`src/rtl/tmp_alu_pkg.sv`:
```
package tmp_alu_pkg;
  typedef enum logic [3:0] {
    OP_ADD = 4'd0,  OP_ADC = 4'd1,  OP_SUB = 4'd2,  OP_RSB = 4'd3,
    OP_CMP = 4'd4,  OP_SBC = 4'd5,  OP_AND = 4'd6,  OP_OR  = 4'd7,
    OP_XOR = 4'd8,  OP_SHL = 4'd9,  OP_ASR = 4'd10, OP_LSR = 4'd11,
    OP_ROT = 4'd12, OP_RLC = 4'd13, OP_RRC = 4'd14, OP_RSV = 4'd15
  } alu_op_e;

  typedef struct packed {
    logic zero;
    logic carry;
  } alu_flags_t;

  function automatic logic op_is_arith(alu_op_e op);
    return (op == OP_ADD) || (op == OP_ADC) || (op == OP_SUB) ||
           (op == OP_RSB) || (op == OP_CMP) || (op == OP_SBC);
  endfunction

  function automatic logic op_is_logic(alu_op_e op);
    return (op == OP_AND) || (op == OP_OR) || (op == OP_XOR);
  endfunction

  function automatic logic op_is_shift(alu_op_e op);
    return (op == OP_SHL) || (op == OP_ASR) || (op == OP_LSR) ||
           (op == OP_ROT) || (op == OP_RLC) || (op == OP_RRC);
  endfunction

  function automatic logic op_sets_flags(alu_op_e op);
    return op != OP_RSV;
  endfunction

  function automatic logic op_writes(alu_op_e op);
    return (op != OP_RSV) && (op != OP_CMP);
  endfunction
endpackage

```
`src/rtl/tmp_alu_addsub.sv`:
```
module tmp_alu_addsub
  import tmp_alu_pkg::*;
#(
  parameter int DW = 32
) (
  input  alu_op_e         op,
  input  logic [DW-1:0]   nam,
  input  logic [DW-1:0]   tmp,
  input  logic            cin,
  output logic [DW-1:0]   sum,
  output logic            cout,
  output logic            hit
);
  localparam int SW = DW + 1;

  logic [DW-1:0] lhs, rhs;
  logic          inj;
  logic          negate;
  logic [SW-1:0] raw;

  // Every arithmetic form reduces to lhs + rhs + inj on one adder.
  always_comb begin
    lhs    = nam;
    rhs    = tmp;
    inj    = 1'b0;
    negate = 1'b0;
    unique case (op)
      OP_ADD: ;
      OP_ADC: inj = cin;
      OP_SUB, OP_CMP: begin rhs = ~tmp; inj = 1'b1; negate = 1'b1; end
      OP_SBC: begin rhs = ~tmp; inj = ~cin; negate = 1'b1; end
      OP_RSB: begin lhs = tmp; rhs = ~nam; inj = 1'b1; negate = 1'b1; end
      default: ;
    endcase
  end

  assign raw  = {1'b0, lhs} + {1'b0, rhs} + {{DW{1'b0}}, inj};
  assign sum  = raw[DW-1:0];
  // Subtracting forms report borrow, the complement of the adder carry.
  assign cout = negate ? ~raw[DW] : raw[DW];
  assign hit  = op_is_arith(op);
endmodule

```
`src/rtl/tmp_alu_logic.sv`:
```
module tmp_alu_logic
  import tmp_alu_pkg::*;
#(
  parameter int DW = 32
) (
  input  alu_op_e       op,
  input  logic [DW-1:0] nam,
  input  logic [DW-1:0] tmp,
  output logic [DW-1:0] res,
  output logic          hit
);
  always_comb begin
    unique case (op)
      OP_AND:  res = nam & tmp;
      OP_OR:   res = nam | tmp;
      OP_XOR:  res = nam ^ tmp;
      default: res = '0;
    endcase
  end
  assign hit = op_is_logic(op);
endmodule

```
`src/rtl/tmp_alu_shift.sv`:
```
module tmp_alu_shift
  import tmp_alu_pkg::*;
#(
  parameter int DW = 32
) (
  input  alu_op_e       op,
  input  logic [DW-1:0] nam,
  input  logic [DW-1:0] tmp,
  input  logic          cin,
  output logic [DW-1:0] res,
  output logic          cout,
  output logic          hit
);
  localparam int CW = $clog2(DW);

  // Log-depth left rotator driven by the low bits of temp.
  logic [DW-1:0] stg [0:CW];
  assign stg[0] = nam;

  for (genvar k = 0; k < CW; k++) begin : g_rot
    localparam int SH = 1 << k;
    assign stg[k+1] = tmp[k] ? {stg[k][DW-SH-1:0], stg[k][DW-1:DW-SH]}
                             : stg[k];
  end

  always_comb begin
    res  = nam;
    cout = cin;
    unique case (op)
      OP_SHL: begin res = {nam[DW-2:0], 1'b0};     cout = nam[DW-1]; end
      OP_ASR: begin res = {nam[DW-1], nam[DW-1:1]}; cout = nam[0];   end
      OP_LSR: begin res = {1'b0, nam[DW-1:1]};      cout = nam[0];   end
      OP_ROT: begin res = stg[CW];                  cout = cin;      end
      OP_RLC: begin res = {nam[DW-2:0], cin};       cout = nam[DW-1]; end
      OP_RRC: begin res = {cin, nam[DW-1:1]};       cout = nam[0];   end
      default: ;
    endcase
  end
  assign hit = op_is_shift(op);
endmodule

```
`src/rtl/tmp_alu.sv`:
```
module tmp_alu
  import tmp_alu_pkg::*;
#(
  parameter int DW = 32
) (
  input  logic          clk,
  input  logic          rst_n,
  input  logic          issue_i,
  input  logic [3:0]    op_i,
  input  logic [DW-1:0] reg_i,
  input  logic [DW-1:0] tmp_i,
  input  logic          carry_i,
  output logic [DW-1:0] result_o,
  output logic          wr_en_o,
  output logic          flag_en_o,
  output logic          zero_o,
  output logic          carry_o
);
  alu_op_e op;
  assign op = alu_op_e'(op_i);

  logic [DW-1:0] as_res, lg_res, sh_res;
  logic          as_c, sh_c;
  logic          as_hit, lg_hit, sh_hit;

  tmp_alu_addsub #(.DW(DW)) u_addsub (
    .op(op), .nam(reg_i), .tmp(tmp_i), .cin(carry_i),
    .sum(as_res), .cout(as_c), .hit(as_hit));

  tmp_alu_logic #(.DW(DW)) u_logic (
    .op(op), .nam(reg_i), .tmp(tmp_i), .res(lg_res), .hit(lg_hit));

  tmp_alu_shift #(.DW(DW)) u_shift (
    .op(op), .nam(reg_i), .tmp(tmp_i), .cin(carry_i),
    .res(sh_res), .cout(sh_c), .hit(sh_hit));

  // Named internal events for the checks below.
  logic          ev_take;
  logic          ev_write;
  logic [DW-1:0] nx_res;
  alu_flags_t    nx_flags;

  assign ev_take  = issue_i && op_sets_flags(op);
  assign ev_write = issue_i && op_writes(op);

  always_comb begin
    nx_res   = '0;
    nx_flags = '{zero: 1'b0, carry: carry_i};
    if (as_hit) begin
      nx_res         = as_res;
      nx_flags.carry = as_c;
    end else if (lg_hit) begin
      nx_res = lg_res;
    end else if (sh_hit) begin
      nx_res         = sh_res;
      nx_flags.carry = sh_c;
    end
    nx_flags.zero = (nx_res == '0);
  end

  always_ff @(posedge clk or negedge rst_n) begin
    if (!rst_n) begin
      result_o  <= '0;
      wr_en_o   <= 1'b0;
      flag_en_o <= 1'b0;
      zero_o    <= 1'b0;
      carry_o   <= 1'b0;
    end else begin
      wr_en_o   <= ev_write;
      flag_en_o <= ev_take;
      if (ev_write) result_o <= nx_res;
      if (ev_take) begin
        zero_o  <= nx_flags.zero;
        carry_o <= nx_flags.carry;
      end
    end
  end

  // a register write always comes with a flag update
  p_write_has_flags_r11: assert property (@(posedge clk) disable iff (!rst_n)
    wr_en_o |-> flag_en_o);

  // idle cycle leaves outputs quiet and held
  p_idle_hold_r11: assert property (@(posedge clk) disable iff (!rst_n)
    !issue_i |=> (!wr_en_o && !flag_en_o && $stable(result_o) &&
                  $stable(zero_o) && $stable(carry_o)));

  // compare updates flags but never writes
  p_cmp_no_write_r4: assert property (@(posedge clk) disable iff (!rst_n)
    (issue_i && op_i == 4'd4) |=> (!wr_en_o && flag_en_o && $stable(result_o)));

  // reserved code changes nothing
  p_reserved_quiet_r12: assert property (@(posedge clk) disable iff (!rst_n)
    (issue_i && op_i == 4'd15) |=> (!flag_en_o && $stable(zero_o) && $stable(carry_o)));

  // logic operations pass the carry through
  p_logic_carry_r5: assert property (@(posedge clk) disable iff (!rst_n)
    (issue_i && op_i >= 4'd6 && op_i <= 4'd8) |=> (carry_o == $past(carry_i)));

  // plain rotate passes the carry through
  p_rot_carry_r8: assert property (@(posedge clk) disable iff (!rst_n)
    (issue_i && op_i == 4'd12) |=> (carry_o == $past(carry_i)));

  // a written result and its zero flag agree
  p_zero_match_r10: assert property (@(posedge clk) disable iff (!rst_n)
    wr_en_o |-> (zero_o == (result_o == '0)));

  // shift left always clears bit 0
  p_shl_fill_r6: assert property (@(posedge clk) disable iff (!rst_n)
    (issue_i && op_i == 4'd9) |=> (result_o[0] == 1'b0));
endmodule

```
`config.mk`:
```
export PLATFORM = sky130hd
export DESIGN_NAME = tmp_alu
export DESIGN_NICKNAME = d
export VERILOG_FILES = /design/src/rtl/tmp_alu_pkg.sv /design/src/rtl/tmp_alu_addsub.sv /design/src/rtl/tmp_alu_logic.sv /design/src/rtl/tmp_alu_shift.sv /design/src/rtl/tmp_alu.sv
export SDC_FILE = /design/constraint.sdc
export NUM_CORES = 1
export LEC_CHECK = 0
export ABC_AREA = 1
export BUFFER_PORTS_ARGS = -buffer_cell sky130_fd_sc_hd__buf_2
export CAP_MARGIN = 5
export CORE_MARGIN = 5
export CORE_UTILIZATION = 55
export DETAILED_ROUTE_END_ITERATION = 10
export PLACE_DENSITY_LB_ADDON = 0.12
export SYNTH_ARGS = -nofsm -noshare
export SYNTH_HDL_FRONTEND = slang
export SYNTH_SLANG_ARGS = --single-unit
```
`constraint.sdc`:
```
create_clock -name clk -period 2.2 [get_ports clk]
set_clock_uncertainty 0.2 [all_clocks]
set_input_delay 0.22 -clock clk [delete_from_list [all_inputs] [get_ports clk]]
set_output_delay 0.22 -clock clk [all_outputs]
set_load 0.05 [all_outputs]
```
==> results of run 1 <==
cell families after synthesis:
logic type | Yosys count
and+or+nand+nor | 981
xor gates and xnor gates | 2
DFF | 36
adders and majority gates | 97
buffers and inverters | 236
AOI/OAI and AO/OA | 248
Yosys cell counts, types with 2 or more instances:
cell type	number
a21oi_1	55
o21bai_1	6
fa_1	2
nor3_1	8
and3_1	2
clkbuf_1	34
a22oi_1	24
a211oi_1	3
inv_1	145
o21ai_0	81
nor4_1	3
clkinv_1	5
buf_4	6
buf_2	30
ha_1	95
nand4_1	17
o22ai_1	5
o21a_1	2
nor2_1	158
buf_6	3
nand3_1	287
or2_2	2
a31oi_1	34
dfrtp_1	36
nor2_2	2
inv_2	2
a221oi_1	29
nand2_1	498
buf_1	9
a22oi_2	2
layer usage:
metal	overflow	track usage (%)
met2	339	105.8
met3	27	79.50
met5	5	58.06
met1	17	87.28
met4	183	99.50
timing repair:
action,4_1_cts
setup buffers,59
hold buffers,1
setup endpoints to repair,34
pin swaps,135
hold endpoints to repair,36
gates resized for setup,311
cloned,6
through the flow:
| stage | util (%) | instances | TNS (ns) |
|---|---|---|---|
| 4_1_cts | 87.08 | 2240 | -27.56 |
| 3_5_place_dp | 75.53 | 2173 | -43.05 |
| 3_3_place_gp | 75.53 | 2173 | -39.55 |
| 2_1_floorplan | - | 1600 | -20.41 |
==> flow_summary.ini, run 1 <==
[status]
status = stopped before the end
stop_stage = global routing
error = [ERROR GRT-0232] Routing congestion too high. Check the congestion heatmap in the GUI.

[yosys]
synth_top_family_by_area = simple AND/OR/NAND/NOR gates
synthMuxAreaShare_pct = 0
ys_warn_count = 0
synthCells = 1600
synth_top_area_cell = nand2_1
yosysUniqueCellTypes = 45
synth_enable_flop_cells = 0
ys_seq_area_share_pct = 10.26
synth-seq-cells = 36
synth_top_cells_by_area = nand2_1 (21%), nand3_1 (16%), ha_1 (14%), dfrtp_1 (10%), nor2_1 (6.8%)
synth_fa_ha_area_share_pct = 13.99
synth_nets = 1769
synth_simple_gate_area_share_pct = 47.06
synth_top_area_share_pct = 21.29
syn_avg_cell_area_um2 = 5.487
synth-compound-area-share_pct = 17.41
synth-xor-area-share_pct = 0.1995
synthFlopType = dfrtp_1
postSynth.asyncResetShare_pct = 100.0
syn-cell-area_um2 = 8780

[placement]
post-dp-hpwl_mm = 34.16
post-place-ws_ns = -1.766
port_buffers = 107
place_congestion = 1.083
place_area_um2 = 11910

[clock_tree]
cts_root_buf = clkbuf_16
cts_sinks = 36
numCtsBuffers = 5
h-tree-depth = 2
clk_path_buf_depth = 2

[floorplanning]
pin_count = 108
die_w_um = 136.3
fp.dieH_um = 136.3
start_util_pct = 55.67
rows = 46

[global_route]
grtUsageTotal_pct = 91.73
grt_overflow_total = 571
grt_max_degree = 54

[sta]
endpoint_type = register data pin
postGrtWorstEndpoint = zero_o$_DFFE_PN0P_/D
==> run 2: changes to the inputs <==
--- a/config.mk
+++ b/config.mk
@@ -9,9 +9,9 @@
 export BUFFER_PORTS_ARGS = -buffer_cell sky130_fd_sc_hd__buf_2
 export CAP_MARGIN = 5
 export CORE_MARGIN = 5
-export CORE_UTILIZATION = 55
+export CORE_UTILIZATION = 40
 export DETAILED_ROUTE_END_ITERATION = 10
-export PLACE_DENSITY_LB_ADDON = 0.12
+export PLACE_DENSITY_LB_ADDON = 0.15
 export SYNTH_ARGS = -nofsm -noshare
 export SYNTH_HDL_FRONTEND = slang
 export SYNTH_SLANG_ARGS = --single-unit
==> run 2 against run 1 <==
Effect of this change: the flow now finishes, with violations (negative setup slack); area after synthesis unchanged; synthesized cell count unchanged.
==> flow_summary.ini, run 2 <==
[sta]
rsz0062_at_grt = true
final_hold_viol_count = 0
tightest_slew_ns = 0.7643
fin_ws_ns = -1.158
relSlewSlack_pct = 49.05
setup_viol = 33
max_freq_mhz = 297.8
fin_crit_sh_pct = 152.6
fin_crit_ns = 3.358
whs_ns = 0.2393
slew_violations = 0
finalSetupTns_ns = -26.35

[floorplanning]
rows = 54
core_um2 = 21690
die-area_um2 = 25010
fp.dieH_um = 158.2
die_w_um = 158.2
pin_count = 108
start_util_pct = 40.48

[routing]
met2_length_mm = 20.35
first_iter_violations = 1458
drt_first_pass_iters = 8
route.top_layer_used = met4
met3_length_mm = 4.618
ant_nets = 0
wirelength_mm = 46.55
vias_per_cell = 5.939
vias = 13696
wl_per_cell_um = 20.18
met1_length_mm = 18.24
drc = 0

[power_and_ir_drop]
p_leak_nw = 7.305
peakVddDrop_uv = 411.0
p_per_area_nw_per_um2 = 485.5

[setup_path]
path_class = input port to register
end_kind = register
cp.depth = 26
cp.arrival_ns = 3.37
critPathSlowestCell = ha_2
cpLargestDelayFamily = simple AND/OR/NAND/NOR gates
critPathRequiredTime_ns = 2.22
reg2reg_depth = 2
path_buf_inv = 5
start_kind = input port
path_max_fanout = 9
critPathMaxStageDelay_ns = 0.35

[worst_hold_path]
min_path_cells = 4
hp-class = input port to register

[clock_tree]
insertion_delay_ns = 0.28
numCtsBuffers = 5
cts_tree = done
clk_path_buf_depth = 2
cts_root_buf = clkbuf_16
h-tree-depth = 2
clkTransAtPathRegs_ns = 0.05
cts_sinks = 36

[yosys]
yosysUniqueCellTypes = 45
ys_seq_area_share_pct = 10.26
synthCells = 1600
synth_nets = 1769
ys_warn_count = 0
synthFlopType = dfrtp_1
postSynth.asyncResetShare_pct = 100.0
synth_top_cells_by_area = nand2_1 (21%), nand3_1 (16%), ha_1 (14%), dfrtp_1 (10%), nor2_1 (6.8%)
synthTopCellsByCount = nand2_1 (498), nand3_1 (287), nor2_1 (158), inv_1 (145), ha_1 (95)
synth_top_area_cell = nand2_1
syn_avg_cell_area_um2 = 5.487
synth-seq-cells = 36
yosysMostFrequentCell = nand2_1
synth_top_area_share_pct = 21.29
syn-cell-area_um2 = 8780
synth_enable_flop_cells = 0

[finish]
largest_reg_flops = 32
num-nets-final = 2194
final_common_cell = nand2_1
layout-drive-gt1-share_pct = 41.61
area_growth_pct = 66.28
largest-register = result_o
layout_common_cells = nand2_1 (403), buf_4 (325), nand3_1 (259)
design_area_um2 = 14600
antenna_cells = 0
n_fill_cell = 1812

[placement]
post-dp-hpwl_mm = 33.60
place_area_um2 = 11950
post-place-ws_ns = -1.781
place_congestion = 1.023
port_buffers = 107

[global_route]
grt_pass1_wl_mm = 64.94
grtUsageTotal_pct = 32.83
antenna_found_initial = 0
grt_overflow_total = 0
grt_max_degree = 54
grt_pass1_vias = 11963

[status]
violations = negative setup slack
status = complete, but fails checks

[flow_run]
cap_viol_max_count = 0
-- run 2: report_power, final --
group / internal, mW / switching [mW]
combinational: 2.26 / 3.28
sequential: 0.788 / 0.0628
clock: 0.451 / 0.247
total: 3.50 / 3.59
-- run 2: cell type report --
| type | instances | area, um^2 | share of cell area [%] |
|---|---|---|---|
| timing repair buffer | 500 | 3968 | 27.18 |
| tap | 280 | 350.3 | 2.400 |
| clock buffer | 8 | 146.4 | 1.003 |
| multi-input combinational | 1328 | 8637 | 59.16 |
| sequential | 36 | 900.9 | 6.171 |
| inverter | 154 | 596.8 | 4.088 |
-- run 2: tightest hold or removal path: cells and delay by family --
family / cells / cell delay, ns
AOI/OAI and AO/OA: 1 / 0.11
buffers and inverters: 3 / 0.33
-- run 2: stage by stage --
step                      std cells  power, mW  utilization, %
after floorplan                1600      3.101               -
after global placement         2230      4.826           55.11
after detailed placement       2230      4.862           55.11
after CTS                      2286      6.150           61.20
after global routing           2306      7.461           67.31
final                          2306      7.087           67.31
-- run 2: worst paths after layout --
kind | from | to | slack, ns
worst min-delay path | issue_i | flag_en_o$_DFF_PN0_ | 0.24
min in group asynchronous | rst_n | result_o[0]$_DFFE_PN0P_ | 0.35
worst max-delay path | op_i[3] | zero_o$_DFFE_PN0P_ | -1.16
worst min register to register | result_o[24]$_DFFE_PN0P_ | result_o[24]$_DFFE_PN0P_ | 0.27
max in group asynchronous | rst_n | result_o[30]$_DFFE_PN0P_ | 0.95
worst max register to register | zero_o$_DFFE_PN0P_ | zero_o$_DFFE_PN0P_ | 1.21
-- run 2: routing by layer --
metal  GRT usage, %  vias up
met5              0        -
met2          52.15      908
met4          14.38        0
met1          43.58     6323
li1               -     6238
met3          5.850      227
-- run 2: cell families (layout without fill, tap and decap cells) --
| family | count (synthesis) | in the layout | share of synthesized area, % |
|---|---|---|---|
| simple gates | 981 | 981 | 47.06 |
| xor+xnor | 2 | 2 | 0.1996 |
| buf+inv | 236 | 662 | 11.07 |
| fa+ha+maj | 97 | 97 | 13.99 |
| compound gates | 248 | 248 | 17.41 |
| flops | 36 | 36 | 10.26 |
-- run 2: repair_timing --
| item | 4_1_cts | 5_1_grt |
|---|---|---|
| hold buffers | 1 | 0 |
| hold endpoints to repair | 36 | 0 |
| gates cloned | 4 | 0 |
| setup buffers | 48 | 29 |
| resized for setup | 233 | 277 |
| setup endpoints to repair | 33 | 34 |
| pin swaps | 88 | 157 |
Power figures use the tool's default switching activity.
